**src/rtl/dmpm_pkg.sv**
```systemverilog
package dmpm_pkg;

  typedef enum logic [1:0] {
    ARB_IDLE = 2'd0,
    ARB_BUSY = 2'd1,
    ARB_GAP  = 2'd2
  } arb_state_e;

  typedef struct packed {
    logic [7:0] gap;
    logic [1:0] ovr_sel;
    logic       ovr_en;
    logic [1:0] mode;
  } ctrl_t;

  localparam int UNIT_LSB = 26;

  function automatic ctrl_t ctrl_from_word(input logic [31:0] w);
    ctrl_t c;
    c.mode    = w[1:0];
    c.ovr_en  = w[4];
    c.ovr_sel = w[6:5];
    c.gap     = w[23:16];
    return c;
  endfunction

  function automatic logic [31:0] ctrl_to_word(input ctrl_t c);
    logic [31:0] w;
    w        = '0;
    w[1:0]   = c.mode;
    w[4]     = c.ovr_en;
    w[6:5]   = c.ovr_sel;
    w[23:16] = c.gap;
    return w;
  endfunction

  // mode bit 0 turns on sharing
  function automatic logic is_shared(input logic [1:0] mode);
    return mode[0];
  endfunction

  // in shared modes, mode bit 1 names the port in use
  function automatic logic shared_port(input logic [1:0] mode);
    return mode[1];
  endfunction

  // in one-to-one modes, mode bit 1 crosses the routing
  function automatic logic direct_source(input logic [1:0] mode, input logic port);
    return port ^ mode[1];
  endfunction

endpackage

```
**src/rtl/dmpm_regs.sv**
```systemverilog
module dmpm_regs
  import dmpm_pkg::*;
(
  input  logic        clk,
  input  logic        rst_n,
  input  logic        cfg_we,
  input  logic        cfg_sel,
  input  logic [31:0] cfg_wdata,
  input  logic        cfg_idle,
  output ctrl_t       ctrl,
  output logic [7:0]  split,
  output logic [31:0] cfg_rdata,
  output logic        wr_accept
);

  assign wr_accept = cfg_we && cfg_idle;

  always_ff @(posedge clk or negedge rst_n) begin
    if (!rst_n) begin
      ctrl  <= '0;
      split <= '0;
    end else if (wr_accept) begin
      if (!cfg_sel) ctrl  <= ctrl_from_word(cfg_wdata);
      else          split <= cfg_wdata[7:0];
    end
  end

  assign cfg_rdata = cfg_sel ? {24'd0, split} : ctrl_to_word(ctrl);

endmodule

```
**src/rtl/dmpm_arb.sv**
```systemverilog
module dmpm_arb
  import dmpm_pkg::*;
#(
  parameter int GAP_W = 8
) (
  input  logic             clk,
  input  logic             rst_n,
  input  logic             shared,
  input  logic [GAP_W-1:0] gap,
  input  logic [1:0]       req,
  input  logic [1:0]       cs_idle,
  output logic             busy,
  output logic             owner,
  output logic [1:0]       ack,
  output logic             arb_idle,
  output logic             grant_evt,
  output logic             release_evt
);

  arb_state_e       st_q;
  logic             own_q, last_q, seen_q;
  logic [GAP_W-1:0] cnt_q;
  logic             pick, window_open;

  // round robin: on a tie the controller not served last wins
  assign pick        = (req == 2'b11) ? ~last_q : req[1];
  assign window_open = (st_q == ARB_IDLE) || (st_q == ARB_GAP && cnt_q == '0);
  assign grant_evt   = shared && (|req) && window_open;
  assign release_evt = (st_q == ARB_BUSY) && seen_q && cs_idle[own_q];

  always_ff @(posedge clk or negedge rst_n) begin
    if (!rst_n) begin
      st_q   <= ARB_IDLE;
      own_q  <= 1'b0;
      last_q <= 1'b1;
      seen_q <= 1'b0;
      cnt_q  <= '0;
    end else if (!shared) begin
      st_q   <= ARB_IDLE;
      seen_q <= 1'b0;
    end else if (grant_evt) begin
      st_q   <= ARB_BUSY;
      own_q  <= pick;
      seen_q <= 1'b0;
    end else begin
      case (st_q)
        ARB_BUSY: begin
          if (release_evt) begin
            st_q   <= ARB_GAP;
            cnt_q  <= gap;
            last_q <= own_q;
          end else if (!cs_idle[own_q]) begin
            seen_q <= 1'b1;
          end
        end
        ARB_GAP: begin
          if (cnt_q == '0) st_q  <= ARB_IDLE;
          else             cnt_q <= cnt_q - 1'b1;
        end
        default: st_q <= ARB_IDLE;
      endcase
    end
  end

  assign busy     = (st_q == ARB_BUSY);
  assign owner    = own_q;
  assign arb_idle = (st_q == ARB_IDLE);

  for (genvar c = 0; c < 2; c++) begin : g_ack
    assign ack[c] = shared ? (busy && (own_q == 1'(c))) : req[c];
  end

endmodule

```
**src/rtl/dmpm_route.sv**
```systemverilog
module dmpm_route
  import dmpm_pkg::*;
#(
  parameter int DW  = 8,
  parameter int NCS = 4
) (
  input  ctrl_t                  ctrl,
  input  logic                   busy,
  input  logic                   owner,
  input  logic [1:0][NCS-1:0]    ctl_cs_n,
  input  logic [1:0]             ctl_sclk,
  input  logic [1:0][DW-1:0]     ctl_dq_o,
  input  logic [1:0]             ctl_dq_oe,
  output logic [1:0][DW-1:0]     ctl_dq_i,
  output logic [1:0][NCS-1:0]    mem_cs_n,
  output logic [1:0]             mem_sclk,
  output logic [1:0][DW-1:0]     mem_dq_o,
  output logic [1:0]             mem_dq_oe,
  input  logic [1:0][DW-1:0]     mem_dq_i
);

  // fold any active select onto one chosen line when the override is on
  function automatic logic [NCS-1:0] cs_apply(input logic [NCS-1:0] cs,
                                              input logic en,
                                              input logic [1:0] sel);
    logic [NCS-1:0] r;
    if (!en) return cs;
    r = '1;
    for (int i = 0; i < NCS; i++)
      if (i == int'(sel)) r[i] = &cs;
    return r;
  endfunction

  logic shr, sp;
  assign shr = is_shared(ctrl.mode);
  assign sp  = shared_port(ctrl.mode);

  for (genvar p = 0; p < 2; p++) begin : g_port
    logic src_ok, src;
    always_comb begin
      src_ok = shr ? (busy && (sp == 1'(p))) : 1'b1;
      src    = shr ? owner : direct_source(ctrl.mode, 1'(p));
      if (src_ok) begin
        mem_cs_n[p]  = cs_apply(ctl_cs_n[src], ctrl.ovr_en, ctrl.ovr_sel);
        mem_sclk[p]  = ctl_sclk[src];
        mem_dq_o[p]  = ctl_dq_o[src];
        mem_dq_oe[p] = ctl_dq_oe[src];
      end else begin
        mem_cs_n[p]  = '1;
        mem_sclk[p]  = 1'b0;
        mem_dq_o[p]  = '0;
        mem_dq_oe[p] = 1'b0;
      end
    end
  end

  for (genvar c = 0; c < 2; c++) begin : g_ret
    always_comb begin
      if (shr)
        ctl_dq_i[c] = (busy && (owner == 1'(c))) ? mem_dq_i[sp] : '0;
      else
        ctl_dq_i[c] = mem_dq_i[direct_source(ctrl.mode, 1'(c))];
    end
  end

endmodule

```
**src/rtl/dmpm_win.sv**
```systemverilog
module dmpm_win
  import dmpm_pkg::*;
#(
  parameter int AW        = 28,
  parameter int WIN_UNITS = 4
) (
  input  logic [AW-1:0] addr,
  input  logic [7:0]    split,
  output logic          to_second,
  output logic [AW-1:0] local_addr
);

  // first unit index that belongs to the second controller
  function automatic int unsigned base_units(input logic [7:0] s);
    int unsigned k;
    k = (int'(s) > WIN_UNITS) ? WIN_UNITS : int'(s);
    return WIN_UNITS - k;
  endfunction

  logic [AW:0] boundary;

  always_comb begin
    boundary   = (AW+1)'(base_units(split)) << UNIT_LSB;
    to_second  = {1'b0, addr} >= boundary;
    local_addr = to_second ? (addr - boundary[AW-1:0]) : addr;
  end

endmodule

```
**src/rtl/dual_mem_port_mux.sv**
```systemverilog
module dual_mem_port_mux
  import dmpm_pkg::*;
#(
  parameter int DW        = 8,
  parameter int NCS       = 4,
  parameter int AW        = 28,
  parameter int WIN_UNITS = 4
) (
  input  logic                clk,
  input  logic                rst_n,
  input  logic                cfg_we,
  input  logic                cfg_sel,
  input  logic [31:0]         cfg_wdata,
  output logic [31:0]         cfg_rdata,
  input  logic [1:0]          ctl_req,
  output logic [1:0]          ctl_ack,
  input  logic [1:0][NCS-1:0] ctl_cs_n,
  input  logic [1:0]          ctl_sclk,
  input  logic [1:0][DW-1:0]  ctl_dq_o,
  input  logic [1:0]          ctl_dq_oe,
  output logic [1:0][DW-1:0]  ctl_dq_i,
  output logic [1:0][NCS-1:0] mem_cs_n,
  output logic [1:0]          mem_sclk,
  output logic [1:0][DW-1:0]  mem_dq_o,
  output logic [1:0]          mem_dq_oe,
  input  logic [1:0][DW-1:0]  mem_dq_i,
  input  logic [AW-1:0]       mm_addr,
  output logic                mm_to_second,
  output logic [AW-1:0]       mm_local
);

  ctrl_t       ctrl;
  logic [7:0]  split;
  logic [31:0] ctrl_word;
  logic        wr_accept, cfg_idle;
  logic        busy, owner, arb_idle, grant_evt, release_evt;
  logic [1:0]  cs_idle;

  assign cs_idle[0] = &ctl_cs_n[0];
  assign cs_idle[1] = &ctl_cs_n[1];
  assign cfg_idle   = arb_idle && (&cs_idle);
  assign ctrl_word  = ctrl_to_word(ctrl);

  dmpm_regs u_regs (
    .clk, .rst_n, .cfg_we, .cfg_sel, .cfg_wdata, .cfg_idle,
    .ctrl, .split, .cfg_rdata, .wr_accept
  );

  dmpm_arb #(.GAP_W(8)) u_arb (
    .clk, .rst_n,
    .shared      (is_shared(ctrl.mode)),
    .gap         (ctrl.gap),
    .req         (ctl_req),
    .cs_idle,
    .busy, .owner,
    .ack         (ctl_ack),
    .arb_idle, .grant_evt, .release_evt
  );

  dmpm_route #(.DW(DW), .NCS(NCS)) u_route (
    .ctrl, .busy, .owner,
    .ctl_cs_n, .ctl_sclk, .ctl_dq_o, .ctl_dq_oe, .ctl_dq_i,
    .mem_cs_n, .mem_sclk, .mem_dq_o, .mem_dq_oe, .mem_dq_i
  );

  dmpm_win #(.AW(AW), .WIN_UNITS(WIN_UNITS)) u_win (
    .addr       (mm_addr),
    .split,
    .to_second  (mm_to_second),
    .local_addr (mm_local)
  );

endmodule

```
**config.mk**
```make
export PLATFORM = sky130hd
export DESIGN_NAME = dual_mem_port_mux
export DESIGN_NICKNAME = d
export VERILOG_FILES = /design/src/rtl/dmpm_pkg.sv /design/src/rtl/dmpm_regs.sv /design/src/rtl/dmpm_arb.sv /design/src/rtl/dmpm_route.sv /design/src/rtl/dmpm_win.sv /design/src/rtl/dual_mem_port_mux.sv
export SDC_FILE = /design/constraint.sdc
export NUM_CORES = 1
export LEC_CHECK = 0
export ABC_AREA = 0
export BUFFER_PORTS_ARGS = -buffer_cell sky130_fd_sc_hd__buf_4
export CORE_AREA = 2 2 85 87
export CTS_BUF_LIST = sky130_fd_sc_hd__clkbuf_4 sky130_fd_sc_hd__clkbuf_8
export DETAILED_ROUTE_END_ITERATION = 6
export DIE_AREA = 0 0 87 89
export PLACE_DENSITY = 0.87
export SKIP_LAST_GASP = 1
export SYNTH_ARGS = -nofsm -noshare
export SYNTH_HDL_FRONTEND = slang
export SYNTH_SLANG_ARGS = --single-unit
```
**constraint.sdc**
```tcl
create_clock -name clk -period 4.2 [get_ports clk]
set_input_delay 0.21 -clock clk [delete_from_list [all_inputs] [get_ports clk]]
set_output_delay 0.21 -clock clk [all_outputs]
set_load 0.1 [all_outputs]
```
# After elaboration in Yosys (flattened, before gate mapping)
# Index checks and enable logic that the tools add are counted.
# totals
in_bits	110
ram_bits	0
wordCells	139
mem_count	0
latchBits	0
out_inout_bits	107
romBits	0
ff_bits	34
# classes
add_sub_neg	3
magnitude_cmp	7
n_reduce_logical	29
n_mux	72
div_mod_pow	0
eq_ne	13
n_mul	0
n_shift	0
bitwise	5
# op_table
operator	count
$mux W8	16
$mux W4	10
$mux W1	37
$ge A28 B29 Y1	1
$mux W28	1
$sub A28 B28 Y28	1
$mux W24	1
$reduce_and A4 Y1	5
$pmux W8 S2	1
$logic_and A1 B1 Y1	11
$lt A1 B2 Y1 const B	5
$gt A8 B3 Y1 const B	1
$logic_not A8 Y1	1
$mux W2	4
$ne A4 B4 Y1 const B	2
$reduce_and A2 Y1	4
$reduce_and A8 Y1	1
$sub A8 B1 Y8 const B	1
$ne A3 B3 Y1 const B	2
$not A1 Y1	5
$reduce_and A5 Y1	1
$eq A2 B2 Y1 const A	2
$eq A2 B2 Y1 const B	2
$logic_not A2 Y1	2
11 further kinds	12

# Logic depth before layout (Yosys ltp)
# Gate-level depths: netlist of the first run.
# depth
ltp_word	8
depth_mapped	11
ltp_nobuf	11

# Modules after synthesis
# From an unflattened synthesis of the first run, not the netlist that was laid out.
# hier_totals
hier_cells	401
hier_area_um2	3513.4
# by_module_without_submodules
module	cells_per_inst	area_per_inst_um2	instances	seq_area_each_um2
dmpm_regs	81	1111.1	1	525.5
dmpm_arb	109	1006.0	1	326.6
dmpm_route	155	958.4	1	0.0
dmpm_win	53	414.1	1	0.0
dual_mem_port_mux	3	23.8	1	0.0

# Least setup slack after synthesis of the first run
# Ideal clock, no wire load.
# synth_timing
path_type	flip-flop to output port
startpoint	register u_regs.split[5]
endpoint	output mm_local[26]
arrival_time_ns	3.972
slack_ns	0.018
path_buffers	0
stages_incl_launch_ff	12
path_cell_list	dfrtp_1 -> or4_4 -> nor3_4 -> nand2_1 -> ha_1 -> inv_1 -> ha_1 -> nor4b_1 -> nand4_1 -> nor2_1 -> o31ai_2 -> mux2i_1
# synth_via
elab_chain_len	5
word_cells_on_any_way	6
# synth_rtl
element	line_no	source
from (decl)	dmpm_regs.sv:11	output logic [7:0] split,
from (signal assigned)	dmpm_regs.sv:24	else split <= cfg_wdata[7:0];
$gt A8 B3 Y1 *	dmpm_win.sv:16	k = (int'(s) > WIN_UNITS) ? WIN_UNITS : int'(s);
$mux W3 *	dmpm_win.sv:16	
$sub A3 B3 Y3 *	dmpm_win.sv:17	return WIN_UNITS - k;
$sub A28 B28 Y28 or $ge A28 B29 Y1 (tied branches)	dmpm_win.sv:25, dmpm_win.sv:24	
$mux W28 *	dmpm_win.sv:25	local_addr = to_second ? (addr - boundary[AW-1:0]) : addr;
to (decl)	dual_mem_port_mux.sv:29	output logic [AW-1:0] mm_local
# Every way passes the cells marked *; elsewhere a longest branch is shown, timed or not.

# Worst setup path after layout of the first run
# layout_timing
startpoint	register u_regs.split[5]
endpoint	output mm_local[27]
# Same word-level chain as after synthesis.

==> out/results.txt, run 1 <==
Mapped Area - 3050 um2
Placer Congestion - 0.962
final hold violation count - 0
Vias/cell - 5.43
max-slew violations - 0
largest cells by area after synthesis - dfrtp_1 (27%), buf_4 (10%), mux2_2 (10%), mux2i_1 (7.2%), nand2_1 (7.0%)
max-cap viol count - 0
clk_skew - 6.37 ps
number of diodes - 0
Critical Path End Type - primary output
wire length per cell - 16.6 um
drt first pass iters - 4
Lkg Pwr - 0.00234 uW
min-delay worst type - in2reg
CTS sink cnt - 34
Final min period - 3630 ps
FF-to-FF Start - u_arb.st_q[1]
FP Rows - 30
Simple-Gate Fraction of Synth Area - 20.2%
# fillers - 573
RSZ-0062 raised after global routing - false
R2R Setup Slk - 1800 ps
IO Port Bufs - 184
vias in the first global route - 3174
Worst-path clk slew - 70 ps
worst hold margin - 146 ps
largest net degree at the start of global routing - 35
crit path DAT - 3420 ps
max_slew headroom - 23.8%
actual slew at the worst max-slew pin - 1140 ps
Crit Path Class - reg2out
CTS Buffer Depth - 2
setup violators final - 0
first-pass GRT wire length - 15.3 mm
antenna violations before repair - 0
multi-input gate area in the final layout - 1810 um2
syn avg cell area - 8.15 um2
crit path max fanout - 3
Synth top area share - 27.1%
Yosys top cell by area - dfrtp_1
via count - 3291
fin nets - 640
# IOs - 217
drt total wl - 10.0 mm
CTS tree - built
Yosys warnings - 0
async set or reset register ratio after synthesis - 100%
post-synthesis xor/xnor area fraction - 0.821%
PwrDens - 314 nW/um2
Post-synth EDFFs - 0
mux cell area share after synthesis - 18.5%
post-route setup TNS - 0 ps
post-layout total power - 1370 uW
Syn-to-layout area delta - 42.7%
Worst Setup Start Kind - flop
Critical Path End - mm_local[27]
full die area - 7740 um2
maximum VDD drop - 321 uV
die width - 87 um
DRC Markers - 0
fraction of layout cells with a size suffix above 1 - 44.1%
Synth Area in Compound Gates - 16.0%
r2r worst-path depth - 4
post-synthesis adder-cell area fraction - 2.05%
later-pin clock latency in the skew report - 290 ps
Starting DRT DRC Count - 131
Cell variety after synth - 48
period utilization - 86.4%
GRT Total Usage - 25.0%
core area - 6720 um2
Mapped Cells - 374
half-perimeter wire length after placement - 7.97 mm
Sequential Area - 852 um2
root buf cell - clkbuf_8
R2R Path End - u_regs.ctrl[0]
Data required, critical path - 3990 ps
main flop type after synthesis - dfrtp_1
chip height - 89 um
post-synthesis sequential area ratio - 28.0%
Antenna Nets Post-Route - 0
number of synthesized register bits - 34
H-Tree Depth - 2
outcome - complete, no violations
fmax - 276 MHz
cts bufs inserted - 5
largest family of logic cells by synthesized area - simple AND/OR/NAND/NOR gates
Initial Util - 45.3%
CP startpoint - u_regs.split[5]
total grt overflow - 0
==> layout make-up <==
type,instances,area share (%)
tap,80,2.30
timing repair buffer,189,32.7
sequential,34,19.6
inverter,12,1.04
clock buffer,7,1.93
multi-input combinational,283,41.7
clock inverter,1,0.691
==> cell usage after synthesis (4+ instances only) <==
| cell | instances |
|---|---|
| buf_2 | 7 |
| nor2_1 | 31 |
| o21ai_0 | 11 |
| nor2b_1 | 12 |
| dfrtp_1 | 33 |
| mux2_2 | 28 |
| and2_1 | 4 |
| clkbuf_1 | 10 |
| mux2i_1 | 22 |
| nand4_1 | 4 |
| a22oi_1 | 8 |
| o22ai_1 | 10 |
| ha_1 | 5 |
| nor4_1 | 8 |
| inv_1 | 12 |
| buf_4 | 42 |
| nand2_1 | 57 |
| a21oi_1 | 28 |
==> registers in the layout, indices dropped and copies added, names as in the netlist <==
name,count
u_arb.cnt_q,8
u_arb.last_q,1
u_arb.owner,1
u_arb.seen_q,1
u_arb.st_q,2
u_regs.ctrl,13
u_regs.split,8
==> power breakdown <==
group / switching, uW / internal [uW]
clock network: 116 / 190
registers: 14.1 / 336
logic: 538 / 171
==> metrics by stage <==
step	utilization, %	cell area, um2	worst slack, ps	cells
5_1_grt	64.7	4350	370	606
3_5_place_dp	62.8	4220	900	597
4_1_cts	64.7	4350	564	606
3_3_place_gp	62.8	4220	1020	597
6_report	64.7	4350	573	606
2_1_floorplan	-	3100	17.7	389
==> cell usage in the layout (no fill, tap or decap), types with 12 or more instances in the layout <==
master	synthesis	routed
a21oi_1	28	28
buf_4	42	188
conb_1	1	16
dfrtp_1	33	33
inv_1	12	12
mux2_2	28	28
mux2i_1	22	22
nand2_1	57	57
nor2_1	31	31
nor2b_1	12	12
==> worst min path at each step <==
stage	startpoint	to	slack [ps]	cells past startpoint
final	cfg_wdata[19]	u_regs.ctrl[8]	150	2
after global routing	cfg_wdata[19]	u_regs.ctrl[8]	150	2
after CTS	cfg_wdata[17]	u_regs.ctrl[6]	140	2
after detailed placement	rst_n	u_regs.ctrl[6]	180	1
after global placement	rst_n	u_regs.ctrl[5]	170	1
after floorplan	rst_n	u_arb.cnt_q[0]	-90	0
==> worst max-delay path: stages (launching register included) <==
cell and delay, ps:
dfrtp_1 400, or4_4 550, nor3_4 190, nand2_1 110, ha_1 280, inv_1 40, ha_1 320, nor4b_1 310
nand4_1 130, nor2_1 150, o31ai_2 100, mux2_4 320, buf_4 230
==> repair_timing <==
| action | in CTS | in global routing |
|---|---|---|
| buffers inserted | 0 | 0 |
| endpoints found under the hold margin | 33 | 0 |
| resized for setup | 0 | 0 |
| endpoints found under the setup margin | 0 | 0 |
| hold buffers | 1 | 0 |
==> cell families after synthesis <==
group           after synthesis
xor+xnor                      2
buf+inv                      72
fa+ha+maj                     5
other cells                   1
mux                          52
simple gates                131
compound gates               77
flops                        34
==> routing by layer <==
layer  share of wire, %  GRT usage (%)  vias to the layer above
li1                   -              -                     1556
met1                 40           31.9                     1549
met2                 49           43.1                      171
met3                9.3           4.80                       15
met4                1.5           7.53                        0
met5                  0              0                        -
(Power assumes the default switching activity.)
==> run 2, diff against run 1 <==
--- a/config.mk
+++ b/config.mk
@@ -5,13 +5,13 @@
 export SDC_FILE = /design/constraint.sdc
 export NUM_CORES = 1
 export LEC_CHECK = 0
-export ABC_AREA = 0
+export ABC_AREA = 1
 export BUFFER_PORTS_ARGS = -buffer_cell sky130_fd_sc_hd__buf_4
-export CORE_AREA = 2 2 85 87
+export CORE_AREA = 2 2 91 93
 export CTS_BUF_LIST = sky130_fd_sc_hd__clkbuf_4 sky130_fd_sc_hd__clkbuf_8
 export DETAILED_ROUTE_END_ITERATION = 6
-export DIE_AREA = 0 0 87 89
-export PLACE_DENSITY = 0.87
+export DIE_AREA = 0 0 93 95
+export PLACE_DENSITY = 0.81
 export SKIP_LAST_GASP = 1
 export SYNTH_ARGS = -nofsm -noshare
 export SYNTH_HDL_FRONTEND = slang
==> constraint.sdc (replaced) <==
create_clock -name clk -period 3.8 [get_ports clk]
set_input_delay 0.19 -clock clk [delete_from_list [all_inputs] [get_ports clk]]
set_output_delay 0.19 -clock clk [all_outputs]
set_load 0.1 [all_outputs]
==> run 2 against run 1 <==
Effect of this change:
- final area is 7.1% higher
- cell count is 32% higher
- synthesized area is 11% higher
- largest cell class unchanged
==> out/results.txt, run 2 <==
outcome - complete, no violations
period utilization - 75.5%
Placer Congestion - 0.865
async set or reset register ratio after synthesis - 100%
chip height - 95 um
Biggest register - u_regs.ctrl
H-Tree Depth - 2
crit path max fanout - 4
CTS tree - built
crit-path cells - nor3_1 > and3_1 > nand2_1 > ha_1 > inv_1 > ha_1 > nand2_1 > nor2_1 > nand2_1 > nor2_1 > nand2_1 > nand2_1 > nand3_1 > nand2_1 > buf_4
max_slew headroom - 40.0%
delay-heaviest family, CP - simple AND/OR/NAND/NOR gates
Worst Setup Start Kind - flop
Critical Path End Type - primary output
Crit path largest cell delay - 410 ps
DRC Markers - 0
Synth top area share - 24.4%
fin nets - 807
Vias/cell - 4.79
maximum VDD drop - 201 uV
fraction of layout cells with a size suffix above 1 - 30.9%
clk_skew - 5.74 ps
PwrDens - 309 nW/um2
commonest non-fill, non-tap cells in the layout - buf_4 (184), nand2_1 (142), inv_1 (87)
GRT met2 Usage - 40.7%
post-synthesis xor/xnor area fraction - 0.517%
top-count cell post-synth - nand2_1
RSZ-0062 raised after global routing - false
post-route setup TNS - 0 ps
Lkg Pwr - 0.00261 uW
setup violators final - 0
Initial Util - 42.7%
antenna violations before repair - 0
Data required, critical path - 3610 ps
core area - 7930 um2
min-delay worst type - in2reg
later-pin clock latency in the skew report - 280 ps
IO Port Bufs - 184
post-synthesis sequential area ratio - 25.2%
Final min period - 2870 ps
half-perimeter wire length after placement - 8.02 mm
Final Non-Filler Cells - 798
Synth Area in Compound Gates - 17.9%
root buf cell - clkbuf_8
largest family of logic cells by synthesized area - simple AND/OR/NAND/NOR gates
mux cell area share after synthesis - 2.37%
CP dominant cell by count - nand2_1
worst hold margin - 145 ps
r2r worst-path depth - 6
drt first pass iters - 4
GRT Total Usage - 22.2%
# IOs - 217
main flop type after synthesis - dfrtp_1
Yosys warnings - 0
via count - 3826
die width - 93 um
number of diodes - 0
max-slew violations - 0
met1 Usage GRT - 25.4%
# fillers - 775
Worst path depth - 15
Sequential Area - 852 um2
Post-Place Cells - 789
drt total wl - 9.87 mm
largest cells by area after synthesis - dfrtp_1 (24%), nand2_1 (16%), inv_1 (9.6%), buf_4 (9.5%), o21ai_0 (6.9%)
Cell variety after synth - 37
Synth top cells by count - nand2_1 (142), inv_1 (87), nor2_1 (48), o21ai_0 (47), buf_4 (43)
Crit Path Class - reg2out
wire length per cell - 12.4 um
full die area - 8840 um2
Post-synth EDFFs - 0
GR peak layer - met2
total grt overflow - 0
syn avg cell area - 6.24 um2
final hold violation count - 0
cts bufs inserted - 5
met3 GRT Util - 4.63%
largest net degree at the start of global routing - 35
vias in the first global route - 3599
first-pass GRT wire length - 16.0 mm
Starting DRT DRC Count - 140
max-cap viol count - 0
Slowest-stage cell, CP - dfrtp_1
CTS Buffer Depth - 2
CP bufs+invs - 2
number of synthesized register bits - 34
CTS sink cnt - 34
crit path DAT - 2680 ps
final instance area - 4650 um2
Yosys top cell by area - dfrtp_1
Mapped Cells - 543
FP Rows - 33
leading registers by flop count - u_regs.ctrl (13), u_arb.cnt_q (8), u_regs.split (8)
Area after DPL - 4550 um2
Mapped Area - 3390 um2
Worst-path clk slew - 70 ps
most common cell after layout, fill and taps aside - buf_4
Simple-Gate Fraction of Synth Area - 29.9%
Syn-to-layout area delta - 37.4%
WHS Path Cells - 3
post-synthesis adder-cell area fraction - 1.85%
Antenna Nets Post-Route - 0
fmax - 348 MHz
multi-input gate area in the final layout - 1840 um2
actual slew at the worst max-slew pin - 900 ps
max reg flops - 13
run 2: cell count changes after synthesis, moves of 17 or more:
| cell | delta |
|---|---|
| mux2_2 | -28 |
| o21ai_1 | +26 |
| o21ai_0 | +36 |
| nand2_1 | +85 |
| nand3_1 | +17 |
| inv_1 | +75 |
| nor2_1 | +17 |
run 2: cells by family (layout without fill, tap and decap cells):
family | Yosys count | in the layout
DFF | 34 | 34
xor gates and xnor gates | 2 | 2
muxes | 8 | 8
adders and majority gates | 5 | 5
other | 1 | 16
buffers and inverters | 149 | 284
and+or+nand+nor | 232 | 232
AOI/OAI and AO/OA | 112 | 112
run 2: through the flow:
stage	setup WS (ps)	util, %	power, uW
global route	725	58.7	1500
CTS	922	58.7	1450
finish	930	58.7	1440
floorplan	578	-	1030
detailed placement	1250	57.4	1170
global placement	1320	57.4	1160
run 2: routing by layer:
metal	vias to the layer above	part of all wire [%]
li1	1943	-
met5	-	0
met2	130	51
met1	1738	40
met4	0	1.8
met3	15	6.9
run 2: final timing paths:
path	start	endpoint	slack (ps)
worst max register to register	u_arb.st_q[0]	u_regs.ctrl[11]	2170
max in group asynchronous	rst_n	u_arb.last_q	3090
min in group asynchronous	rst_n	u_regs.ctrl[7]	380
worst min-delay path	cfg_wdata[3]	u_regs.split[3]	140
worst max-delay path	u_regs.split[5]	mm_local[27]	930
worst min register to register	u_regs.ctrl[9]	u_regs.ctrl[9]	490
run 2: cell type report:
class	instances	share of cell area [%]
multi-input cells	375	39.5
repair buffers	185	29.9
flip-flops and latches	34	18.3
inverters	91	7.45
well taps	105	2.82
clock buffers	7	1.94
clock inverters	1	0.108
run 2: worst min-delay path: stages:
cell and delay (ps):
buf_4 110, inv_1 40, o21ai_1 50
run 2: where the power goes:
| part | total, uW | internal, uW | leakage, uW | switching (uW) |
|---|---|---|---|---|
| registers | 383 | 370 | 0.000469 | 13.1 |
| logic | 778 | 175 | 0.00209 | 603 |
| clock network | 278 | 153 | 0.0000517 | 125 |
| total | 1440 | 698 | 0.00261 | 740 |
run 2: what timing repair did:
| item | CTS | global route |
|---|---|---|
| setup endpoints to repair | 0 | 0 |
| resized for setup | 0 | 0 |
| hold buffers | 1 | 0 |
| endpoints found under the hold margin | 33 | 0 |
| buffers inserted | 0 | 0 |
